## src/rtl/spi_front_pkg.sv

```systemverilog
package spi_front_pkg;
  // Control-to-datapath strobes
  typedef struct packed {
    logic clear;    // chip-select just asserted: flush shifters
    logic sample;   // accept SI on this rising SCK edge
    logic lastBit;  // the sample completes a byte
    logic shiftOut; // advance the output on this falling SCK edge
  } ctrlStrobeT;

  localparam logic [3:0] SYNC_RESET = 4'b1001; // {cs, sck, si, hold}
endpackage

```

## src/rtl/spi_front_sync.sv

```systemverilog
module spi_front_sync #(
  parameter int W = 4,
  parameter int STAGES = 2,
  parameter logic [W-1:0] RST_VAL = '0
) (
  input  logic         clk,
  input  logic         rstN,
  input  logic [W-1:0] dIn,
  output logic [W-1:0] dOut
);
  logic [W-1:0] stg [STAGES];

  always_ff @(posedge clk or negedge rstN) begin
    if (!rstN) stg[0] <= RST_VAL;
    else       stg[0] <= dIn;
  end

  for (genvar g = 1; g < STAGES; g++) begin : gStage
    always_ff @(posedge clk or negedge rstN) begin
      if (!rstN) stg[g] <= RST_VAL;
      else       stg[g] <= stg[g-1];
    end
  end

  assign dOut = stg[STAGES-1];
endmodule

```

## src/rtl/spi_front_ctrl.sv

```systemverilog
module spi_front_ctrl
  import spi_front_pkg::*;
#(
  parameter int DATA_W = 8,
  localparam int CNT_W = (DATA_W > 1) ? $clog2(DATA_W) : 1
) (
  input  logic       clk,
  input  logic       rstN,
  input  logic       csS,
  input  logic       sckS,
  input  logic       holdS,
  input  logic       abortReq,
  output ctrlStrobeT st,
  output logic       csFall,
  output logic       csRise,
  output logic       paused,
  output logic       soOe
);
  localparam logic [CNT_W-1:0] LAST = CNT_W'(DATA_W - 1);

  logic             csPrev;
  logic             sckPrev;
  logic             aborted;
  logic [CNT_W-1:0] bitCnt;
  logic             selected;
  logic             active;
  logic             sckRise;
  logic             sckFall;

  assign selected = !csS;
  assign csFall   = csPrev && !csS;
  assign csRise   = !csPrev && csS;
  assign sckRise  = sckS && !sckPrev;
  assign sckFall  = !sckS && sckPrev;
  assign active   = selected && !paused && !(aborted && !csFall);

  assign st.clear    = csFall;
  assign st.sample   = active && sckRise;
  assign st.lastBit  = (bitCnt == LAST);
  assign st.shiftOut = active && sckFall;
  assign soOe        = selected && !paused && !aborted;

  always_ff @(posedge clk or negedge rstN) begin
    if (!rstN) begin
      csPrev  <= 1'b1;
      sckPrev <= 1'b0;
    end else begin
      csPrev  <= csS;
      sckPrev <= sckS;
    end
  end

  // Bit position: cleared at selection, frozen unless sampling
  always_ff @(posedge clk or negedge rstN) begin
    if (!rstN)          bitCnt <= '0;
    else if (csFall)    bitCnt <= '0;
    else if (st.sample) bitCnt <= st.lastBit ? '0 : bitCnt + 1'b1;
  end

  // Pause follows the hold input, but only while SCK is low
  always_ff @(posedge clk or negedge rstN) begin
    if (!rstN)          paused <= 1'b0;
    else if (!selected) paused <= 1'b0;
    else if (!sckS)     paused <= !holdS;
  end

  // Silence until the next selection
  always_ff @(posedge clk or negedge rstN) begin
    if (!rstN)                     aborted <= 1'b0;
    else if (csFall)               aborted <= 1'b0;
    else if (selected && abortReq) aborted <= 1'b1;
  end

  AST_PAUSE_SCK_LOW: assert property (@(posedge clk) disable iff (!rstN)
    (paused != $past(paused)) && !$past(csS) |-> !$past(sckS));

  AST_PAUSE_FREEZE: assert property (@(posedge clk) disable iff (!rstN)
    paused |=> $stable(bitCnt));

  AST_SELECT_CLEARS: assert property (@(posedge clk) disable iff (!rstN)
    csFall |=> (bitCnt == '0));
endmodule

```

## src/rtl/spi_front_dp.sv

```systemverilog
module spi_front_dp
  import spi_front_pkg::*;
#(
  parameter int DATA_W = 8
) (
  input  logic              clk,
  input  logic              rstN,
  input  ctrlStrobeT        st,
  input  logic              siS,
  input  logic [DATA_W-1:0] txByte,
  output logic [DATA_W-1:0] rxByte,
  output logic              rxValid,
  output logic              soBit
);
  logic [DATA_W-1:0] rxShift;
  logic [DATA_W-1:0] txShift;

  always_ff @(posedge clk or negedge rstN) begin
    if (!rstN) begin
      rxShift <= '0;
      rxValid <= 1'b0;
    end else if (st.clear) begin
      rxShift <= '0;
      rxValid <= 1'b0;
    end else begin
      rxValid <= st.sample && st.lastBit;
      if (st.sample) rxShift <= {rxShift[DATA_W-2:0], siS};
    end
  end

  always_ff @(posedge clk or negedge rstN) begin
    if (!rstN) begin
      txShift <= '0;
      soBit   <= 1'b0;
    end else if (st.clear) begin
      txShift <= '0;
      soBit   <= 1'b0;
    end else if (rxValid) begin
      txShift <= txByte;
    end else if (st.shiftOut) begin
      {soBit, txShift} <= {txShift, 1'b0};
    end
  end

  assign rxByte = rxShift;

  AST_BYTE_PULSE: assert property (@(posedge clk) disable iff (!rstN)
    rxValid |=> !rxValid);
endmodule

```

## src/rtl/spi_slave_front.sv

```systemverilog
module spi_slave_front
  import spi_front_pkg::*;
#(
  parameter int DATA_W = 8,
  parameter int SYNC_STAGES = 2
) (
  input  logic              clk,
  input  logic              rstN,
  input  logic              csN,
  input  logic              sck,
  input  logic              si,
  input  logic              holdN,
  input  logic              abortReq,
  input  logic [DATA_W-1:0] txByte,
  output logic [DATA_W-1:0] rxByte,
  output logic              rxValid,
  output logic              csFall,
  output logic              csRise,
  output logic              holdActive,
  output logic              soOut,
  output logic              soOe
);
  logic [3:0] syncOut;
  ctrlStrobeT st;

  spi_front_sync #(.W(4), .STAGES(SYNC_STAGES), .RST_VAL(SYNC_RESET)) uSync (
    .clk(clk), .rstN(rstN),
    .dIn({csN, sck, si, holdN}),
    .dOut(syncOut)
  );

  spi_front_ctrl #(.DATA_W(DATA_W)) uCtrl (
    .clk(clk), .rstN(rstN),
    .csS(syncOut[3]), .sckS(syncOut[2]), .holdS(syncOut[0]),
    .abortReq(abortReq),
    .st(st), .csFall(csFall), .csRise(csRise),
    .paused(holdActive), .soOe(soOe)
  );

  spi_front_dp #(.DATA_W(DATA_W)) uDp (
    .clk(clk), .rstN(rstN),
    .st(st), .siS(syncOut[1]), .txByte(txByte),
    .rxByte(rxByte), .rxValid(rxValid), .soBit(soOut)
  );
endmodule

```

## config.mk

```make
export PLATFORM = sky130hd
export DESIGN_NAME = spi_slave_front
export DESIGN_NICKNAME = d
export VERILOG_FILES = /design/src/rtl/spi_front_pkg.sv /design/src/rtl/spi_front_sync.sv /design/src/rtl/spi_front_ctrl.sv /design/src/rtl/spi_front_dp.sv /design/src/rtl/spi_slave_front.sv
export SDC_FILE = /design/constraint.sdc
export NUM_CORES = 1
export LEC_CHECK = 0
export CAP_MARGIN = 20
export CORE_AREA = 2 2 56 58
export CTS_CLUSTER_DIAMETER = 40
export CTS_CLUSTER_SIZE = 14
export DETAILED_ROUTE_END_ITERATION = 7
export DIE_AREA = 0 0 58 60
export GPL_TIMING_DRIVEN = 0
export PLACE_DENSITY = 0.74
export SYNTH_ARGS = -nofsm -noshare
export SYNTH_HDL_FRONTEND = slang
export SYNTH_SLANG_ARGS = --single-unit
```

## constraint.sdc

```tcl
create_clock -name clk -period 1.7 [get_ports clk]
set_input_delay 0.17 -clock clk [delete_from_list [all_inputs] [get_ports clk]]
set_output_delay 0.17 -clock clk [all_outputs]
set_load 0.1 [all_outputs]
```

== After elaboration in Yosys (flattened, before gate mapping) ==
Index checks and enable logic that the tools add are counted.
Widths: inputs -> output; s select.
Storage, ports and cells
  word-level logic and storage cells: 57
  bits of input ports: 15
  output and inout port bits: 14
  flip-flop bits (word level): 33
Operators by class
  reduce and logical (&&, ||, !) cells: 26
  $add $sub $neg: 1
  eq/ne operators: 3
  muxes and demuxes: 16
Operator list (count)
  $mux 8: 5
  $logic_and 1x1->1: 12
  $logic_not 1->1: 9
  $mux 3: 3
  $mux 1: 8
  $reduce_bool 2->1: 3
  $add 3x1->3 const B: 1
  $eq 3x3->1 const B: 1
  $reduce_bool 3->1: 1
  $ne 2x1->1 const B: 1
  $ne 2x2->1 const B: 1
  $reduce_and 2->1: 1

== Logic depth before layout (Yosys ltp) ==
Gate-level depths: netlist of the first run.
  word-level depth: 10
  depth in mapped cells: 5
  mapped depth without buffers: 4

== Cells and area by module ==
A second synthesis of the first run with hierarchy kept.
Second synthesis, totals
  cell total of the unflattened synthesis: 114
  area total of the unflattened synthesis: 1443.9 um2
By module, submodules not included
  spi_front_dp: cells an instance 68, sequential area each 450.4 um2, times used 1, area each 839.6 um2
  spi_front_ctrl: cells an instance 34, sequential area each 176.4 um2, times used 1, area each 369.1 um2
  spi_front_sync: cells an instance 12, sequential area each 205.2 um2, times used 1, area each 235.2 um2

== Worst setup path after synthesis of the first run ==
OpenSTA, ideal clock, no wires.
  path type: flip-flop to flip-flop
  start point: register uCtrl.paused
  end point: register uDp.txShift[2]
  setup time: 127 ps
  cell stages (with the launch flop): 4
  arrival time: 4011 ps
  path buffers: 0
  period minus slack after synthesis: 4138 ps
  data required time: 1573 ps
  setup slack: -2438 ps
  cells stage by stage: dfrtp_1 nor3_1 a311oi_4 a221o_2
Between the ends
  word-level cells in the longest chain between the ends: 5
RTL lines
  from (decl): line spi_front_ctrl.sv:16  | output logic paused,
  from (signal assigned): line spi_front_ctrl.sv:64  | else if (!sckS) paused <= !holdS;
  $logic_not 1->1: line spi_front_ctrl.sv:35  | assign active = selected && !paused && !(aborted && !csFall);
  $logic_and 1x1->1 (2 in series): line spi_front_ctrl.sv:35
  $logic_and 1x1->1: line spi_front_ctrl.sv:40  | assign st.shiftOut = active && sckFall;
  $reduce_bool 3->1 (no line)
  to (signal assigned): line spi_front_dp.sv:39  | txShift <= txByte;
  to (signal assigned): line spi_front_dp.sv:41  | {soBit, txShift} <= {txShift, 1'b0};
  to (decl): line spi_front_dp.sv:16  | logic [DATA_W-1:0] txShift;
Every way passes these cells.
A chain may end at the register's enable or synchronous reset.

== Final worst setup path of the first run ==
  start point: register uSync.stg (netlist bit uSync.dOut[3])
  end point: register uCtrl.bitCnt[0]
Between the ends
  word-level cells in the longest chain between the ends: 8
  elaborated cells on any way between the ends: 10
  classes of those cells: 1 x mux; 9 x reduce/logical
RTL lines
  from (decl): line spi_front_sync.sv:11  | logic [W-1:0] stg [STAGES];
  from (signal, indexed assignment): line spi_front_sync.sv:21  | else stg[g] <= stg[g-1];
  $logic_not 1->1 *: line spi_front_ctrl.sv:30, spi_front_ctrl.sv:31
  $logic_and 1x1->1: line spi_front_ctrl.sv:31  | assign csFall = csPrev && !csS;
  $logic_not 1->1: line spi_front_ctrl.sv:35
  $logic_and 1x1->1: line spi_front_ctrl.sv:35
  $logic_not 1->1: line spi_front_ctrl.sv:35
  $logic_and 1x1->1: line spi_front_ctrl.sv:35
  $logic_and 1x1->1: line spi_front_ctrl.sv:38  | assign st.sample = active && sckRise;
  $reduce_bool 2->1 (no line)
  to (signal assigned): line spi_front_ctrl.sv:57  | else if (st.sample) bitCnt <= st.lastBit ? '0 : bitCnt + 1'b1;
  to (decl): line spi_front_ctrl.sv:24  | logic [CNT_W-1:0] bitCnt;
Mark *: on every way between the ends. The rest lies on a longest branch, timed or not.

==> results.json, run 1 <==
{
  "coreArea_um2": 2900,
  "drt-pass1-iter-count": 4,
  "cp-startpoint": "uSync.dOut[3]",
  "synthDistinctLibCells": 28,
  "clk_latency_ns": 0.33,
  "cts_tree": "built",
  "slew_viol_final": 0,
  "ys_warn_count": 0,
  "cts_buffers": 5,
  "crit_required_ns": 1.95,
  "drv_cap": 0,
  "gp_congestion": 0.790,
  "period_needed_ns": 1.69,
  "grt_max_degree": 21,
  "crit_end": "uCtrl.bitCnt[0]",
  "critPathKind": "reg2reg",
  "holdBufCountCts": 0,
  "hold_start": "holdN",
  "synth_top_area_share": 0.518,
  "skew_ns": 0.00850,
  "die_w_um": 58,
  "placed_cell_area_um2": 1730,
  "layout_common_cells": "dfrtp_1 (25), clkdlybuf4s50_1 (14), buf_4 (12)",
  "setup_viol": 0,
  "synth-seq-cells": 33,
  "totalWireLength_mm": 3.01,
  "postLayoutCellArea_um2": 1920,
  "slowest_delay_ns": 0.53,
  "grt_antenna_before_repair": 0,
  "grtUsageTotal": 0.185,
  "cp-start-kind": "flip-flop",
  "powerDensity_nw_per_um2": 800,
  "fin_crit_sh": 0.994,
  "die-area_um2": 3480,
  "hold_violations": 0,
  "cp_slowest_cell": "or4b_4",
  "max_freq_mhz": 592,
  "hp-class": "in2reg",
  "relSlewSlack": 0.371,
  "rsz0062_at_grt": "true",
  "r2r_cells": 4,
  "viasPerCell": 5.60,
  "synth_area_leaders": "dfrtp_1 (52%), dfstp_2 (9.7%), mux2i_1 (5.9%)",
  "ctsLongestPathBuffers": 2,
  "ys_seq_area_frac": 0.615,
  "clockRootBuffer": "clkbuf_4",
  "grt_pass1_vias": 1075,
  "vias": 1064,
  "worst_pin_slew_ns": 0.948,
  "io_pins": 29,
  "num_rows": 20,
  "switching_share": 0.275,
  "internal_power_w": 0.00111,
  "die_height_um": 60,
  "whs_ns": 0.238,
  "synth_nets": 125,
  "ant_nets": 0,
  "setup_tns_ns": 0,
  "combinationalPowerShare": 0.155,
  "clk_pin_slew_ns": 0.10,
  "run_status": "finished, final reports clean",
  "start_util": 0.466,
  "fill_cells": 229,
  "synth_area_um2": 1350,
  "overflow": 0,
  "grt_pass1_wl_mm": 4.73,
  "yosys.area.top_type": "dfrtp_1",
  "fin_nets": 173,
  "path_max_fanout": 5,
  "layout_commonest_cell": "dfrtp_1",
  "avgSynthCellArea_um2": 12.5,
  "final_cells": 190,
  "clock-sinks": 33,
  "drc_errors": 0,
  "p_clk_frac": 0.299,
  "arrival_ns": 1.94,
  "drtIter0Drc": 41,
  "seqPwrFrac": 0.546,
  "num_antenna_cells": 0,
  "drive_gt1_frac": 0.376,
  "htree_num_levels": 2,
  "ir_worst_vdd_mv": 0.767,
  "routedWlPerCell_um": 15.8,
  "port_buffers": 28,
  "leakagePower_nw": 0.907,
  "p_sw_w": 0.000422,
  "hpwl_mm": 1.88,
  "r2r_end": "uCtrl.bitCnt[0]",
  "crit_chain": "buf_6, or4b_4, or4_1, a21oi_1",
  "dp.cells": 170,
  "reg2reg_slack_ns": 0.01,
  "r2r-start": "uSync.dOut[3]",
  "area_growth_pct": 41.9,
  "postSynthCellCount": 108,
  "end_kind": "flip-flop"
}
[critical path: cells and delay by family, from the launching register on]
| kind | cells | cell delay, ns |
|---|---|---|
| buf+inv | 1 | 0.12 |
| flops | 1 | 0.41 |
| simple gates | 2 | 0.95 |
| compound gates | 1 | 0.14 |
[per-stage QoR]
| stage | worst slack, ns | utilization | power (W) |
|---|---|---|---|
| 4_1_cts | -0.0194 | 0.649 | 0.00153 |
| 2_1_floorplan | -0.522 | - | 0.000966 |
| 5_1_grt | -0.0797 | 0.661 | 0.00160 |
| 3_5_place_dp | -0.667 | 0.594 | 0.00106 |
| 3_3_place_gp | -0.649 | 0.585 | 0.00104 |
| 6_report | 0.00995 | 0.661 | 0.00153 |
[worst min path at each step]
stage / endpoint / slack (ns) / cells past startpoint
2_1_floorplan: uCtrl.aborted / -0.13 / 0
3_3_place_gp: uSync.dOut[2] / 0.33 / 0
3_5_place_dp: uSync.dOut[2] / 0.34 / 0
4_1_cts: uSync.stg[4] / 0.22 / 1
5_1_grt: uSync.stg[4] / 0.23 / 1
6_report: uSync.stg[4] / 0.24 / 1
[final cells by class]
type,instances,area (um2),share of cell area
buffer,3,20.0,0.0104
clock buffer,7,55.1,0.0287
clock inverter,1,7.51,0.00391
inverter,3,15.0,0.00782
multi-input combinational,69,532,0.277
sequential,33,838,0.437
tap,33,41.3,0.0215
timing repair buffer,41,410,0.214
[power by group through the flow]
stage	Combinational [W]	Clock [W]	Sequential, W
after floorplan	0.0000889	0	0.000877
after global placement	0.000192	0	0.000851
after detailed placement	0.000203	0	0.000854
after CTS	0.000226	0.000474	0.000834
after global routing	0.000252	0.000501	0.000842
final	0.000238	0.000459	0.000838
[sequential cells by signal, summed over array words and instances (netlist names), 3 cells and up]
| name | cells |
|---|---|
| uCtrl.bitCnt | 3 |
| uDp.rxByte | 8 |
| uDp.txShift | 8 |
| uSync.dOut | 4 |
| uSync.stg | 4 |
[what timing repair did]
action,in CTS,in global routing
pin swaps,3,3
setup endpoints to repair,30,20
resized for setup,51,15
buffers inserted,10,2
[routing by layer]
layer	vias up	global-route usage	share of wire
met3	4	0.0476	0.043
met4	0	0.0930	0.017
met1	532	0.218	0.41
met2	34	0.315	0.53
met5	-	0	0
li1	494	-	-
[kinds of logic (layout without fill, tap and decap cells)]
kind of cell             count (synthesis)  count (layout)  synth area share
multiplexers                             8               8            0.0592
AND/OR/NAND/NOR                         39              39             0.165
AO/OA/AOI/OAI                           20              20             0.125
adder cells (fa/ha/maj)                  2               2            0.0185
flip-flops                              33              33             0.615
buffers and inverters                    6              55            0.0176
[cell usage after synthesis, drive strengths merged]
master	instances
a211o	1
a21oi	6
a221o	6
a311oi	1
a31o	1
and3	7
and4b	1
buf	1
clkbuf	2
dfrtp	28
dfstp	5
ha	2
inv	3
mux2i	8
nand2	12
nand2b	4
nand3	2
nor2	5
nor2b	1
nor3	1
nor4	2
nor4b	1
o211ai	1
o21ai	4
or4	1
or4b	2
Note: power is estimated with default switching activity, not from simulation.
==> run 2: changes to the inputs <==
--- a/config.mk
+++ b/config.mk
@@ -6,13 +6,13 @@
 export NUM_CORES = 1
 export LEC_CHECK = 0
 export CAP_MARGIN = 20
-export CORE_AREA = 2 2 56 58
+export CORE_AREA = 2 2 62 64
 export CTS_CLUSTER_DIAMETER = 40
 export CTS_CLUSTER_SIZE = 14
 export DETAILED_ROUTE_END_ITERATION = 7
-export DIE_AREA = 0 0 58 60
+export DIE_AREA = 0 0 64 66
 export GPL_TIMING_DRIVEN = 0
-export PLACE_DENSITY = 0.74
+export PLACE_DENSITY = 0.62
 export SYNTH_ARGS = -nofsm -noshare
 export SYNTH_HDL_FRONTEND = slang
 export SYNTH_SLANG_ARGS = --single-unit
==> run 2 against run 1 <==
Compared with the run above: the flow now finishes with violations (negative setup slack); non-clock buffer count is 2 higher; setup slack worse by 0.057 ns; clock-buffer cell count shrank 1; largest power group unchanged.
==> results.json, run 2 (synthesis results as in run 1) <==
{
  "run_status": "finished with violations",
  "violations": "negative setup slack",
  "vias": 1045,
  "clockRootBuffer": "clkbuf_4",
  "totalWireLength_mm": 2.91,
  "crit_required_ns": 1.96,
  "ir_worst_vdd_mv": 0.496,
  "clk_pin_slew_ns": 0.10,
  "path_max_fanout": 5,
  "leakagePower_nw": 0.932,
  "layout_common_cells": "dfrtp_1 (27), clkdlybuf4s50_1 (13), nand2_1 (11), buf_4 (11), clkdlybuf4s15_2 (10)",
  "cp-startpoint": "uCtrl.paused",
  "port_buffers": 28,
  "grtUsageTotal": 0.149,
  "die-area_um2": 4220,
  "arrival_ns": 2.01,
  "drv_cap": 0,
  "worst_pin_slew_ns": 0.735,
  "r2r-start": "uCtrl.paused",
  "crit_chain": "or4b_4, or4_1, a21oi_1",
  "hold_violations": 0,
  "overflow": 0,
  "seqCellArea_um2": 836,
  "period_needed_ns": 1.75,
  "cts_buffers": 5,
  "routedWlPerCell_um": 14.0,
  "reg2reg_slack_ns": -0.05,
  "num_antenna_cells": 0,
  "hold_start": "holdN",
  "drc_errors": 0,
  "crit_end": "uCtrl.bitCnt[0]",
  "drtIter0Drc": 52,
  "grt_pass1_vias": 1035,
  "p_clk_frac": 0.365,
  "num_rows": 22,
  "r2r_end": "uCtrl.bitCnt[0]",
  "placed_cell_area_um2": 1710,
  "viasPerCell": 5.05,
  "critPathKind": "reg2reg",
  "relSlewSlack": 0.510,
  "hpwl_mm": 1.90,
  "grt_max_degree": 34,
  "rsz0062_at_grt": "true",
  "fill_cells": 304,
  "slew_viol_final": 0,
  "drt-pass1-iter-count": 6,
  "combinationalPowerShare": 0.141,
  "whs_ns": 0.236,
  "setup_tns_ns": -0.0473,
  "dp_slack_ns": -0.640,
  "grt_pass1_wl_mm": 4.70,
  "fin_nets": 175,
  "gp_congestion": 0.712,
  "coreArea_um2": 3550,
  "setup_viol": 1,
  "max_freq_mhz": 572,
  "end_kind": "flip-flop",
  "area_growth_pct": 47.0,
  "cp_slowest_cell": "or4b_4",
  "cp-start-kind": "flip-flop",
  "ctsLongestPathBuffers": 2,
  "r2r_cells": 3,
  "die_w_um": 64,
  "switching_share": 0.255,
  "layout_commonest_cell": "dfrtp_1",
  "die_height_um": 66,
  "seqPwrFrac": 0.494,
  "cts_tree": "built",
  "io_pins": 29,
  "clock-sinks": 33,
  "ant_nets": 0,
  "hp-class": "in2reg",
  "p_sw_w": 0.000433,
  "htree_num_levels": 2,
  "multi_input_comb_area_um2": 539,
  "fin_crit_sh": 1.03,
  "slowest_delay_ns": 0.58,
  "powerDensity_nw_per_um2": 852,
  "clk_latency_ns": 0.34,
  "postLayoutCellArea_um2": 1990,
  "worstHoldPathCells": 1,
  "grt_antenna_before_repair": 0,
  "drive_gt1_frac": 0.384,
  "internal_power_w": 0.00126,
  "start_util": 0.381,
  "skew_ns": 0.00638,
  "layout_setup_ws_ns": -0.0473
}
run 2: changes by cell type in the layout (fill, tap and decap cells not counted), moves of 2 or more:
cell | before | now
buf_6 | 3 | 5
clkbuf_2 | 3 | 1
clkdlybuf4s15_2 | 8 | 10
dfrtp_1 | 25 | 27
dfrtp_2 | 2 | 0
run 2: area by class of cell:
type / count / share of cell area
flip-flops and latches: 33 / 0.420
multi-input cells: 69 / 0.271
plain buffers: 3 / 0.00944
clock buffers: 6 / 0.0258
repair buffers: 43 / 0.216
inverters: 3 / 0.00755
clock inverters: 2 / 0.0189
well taps: 48 / 0.0302
run 2: worst max-delay path, delay by kind of cell (launching register included):
kind | cells | cell delay (ns)
flops | 1 | 0.52
simple gates | 2 | 0.99
compound gates | 1 | 0.16
run 2: worst min-delay path by stage:
stage	endpoint
finish	uSync.stg[4]
detailed placement	uDp.rxByte[4]
global route	uSync.stg[4]
global placement	uSync.dOut[2]
floorplan	uCtrl.aborted
CTS	uSync.stg[4]
run 2: power groups by stage:
stage	Sequential, W	Clock (W)	Combinational, W
5_1_grt	0.000840	0.000675	0.000254
4_1_cts	0.000835	0.000634	0.000225
2_1_floorplan	0.000877	0	0.0000889
3_5_place_dp	0.000853	0	0.000194
3_3_place_gp	0.000851	0	0.000192
6_report	0.000836	0.000618	0.000239
run 2: what timing repair did:
| action | 4_1_cts | 5_1_grt |
|---|---|---|
| hold endpoints to repair | 28 | 0 |
| buffers inserted | 10 | 4 |
| pin swaps | 1 | 4 |
| resized for setup | 56 | 8 |
| setup endpoints to repair | 30 | 20 |
| hold buffers | 1 | 0 |
run 2: routing by layer:
metal,GRT usage,wire (um)
met3,0.0460,163
met5,0,0
met2,0.246,1470
met4,0.0734,44
met1,0.177,1220
run 2: metrics by stage:
stage | total power [W] | std cells | utilization
2_1_floorplan | 0.000966 | 108 | -
3_3_place_gp | 0.00104 | 184 | 0.483
3_5_place_dp | 0.00105 | 184 | 0.482
4_1_cts | 0.00169 | 203 | 0.544
5_1_grt | 0.00177 | 207 | 0.560
6_report | 0.00169 | 207 | 0.560
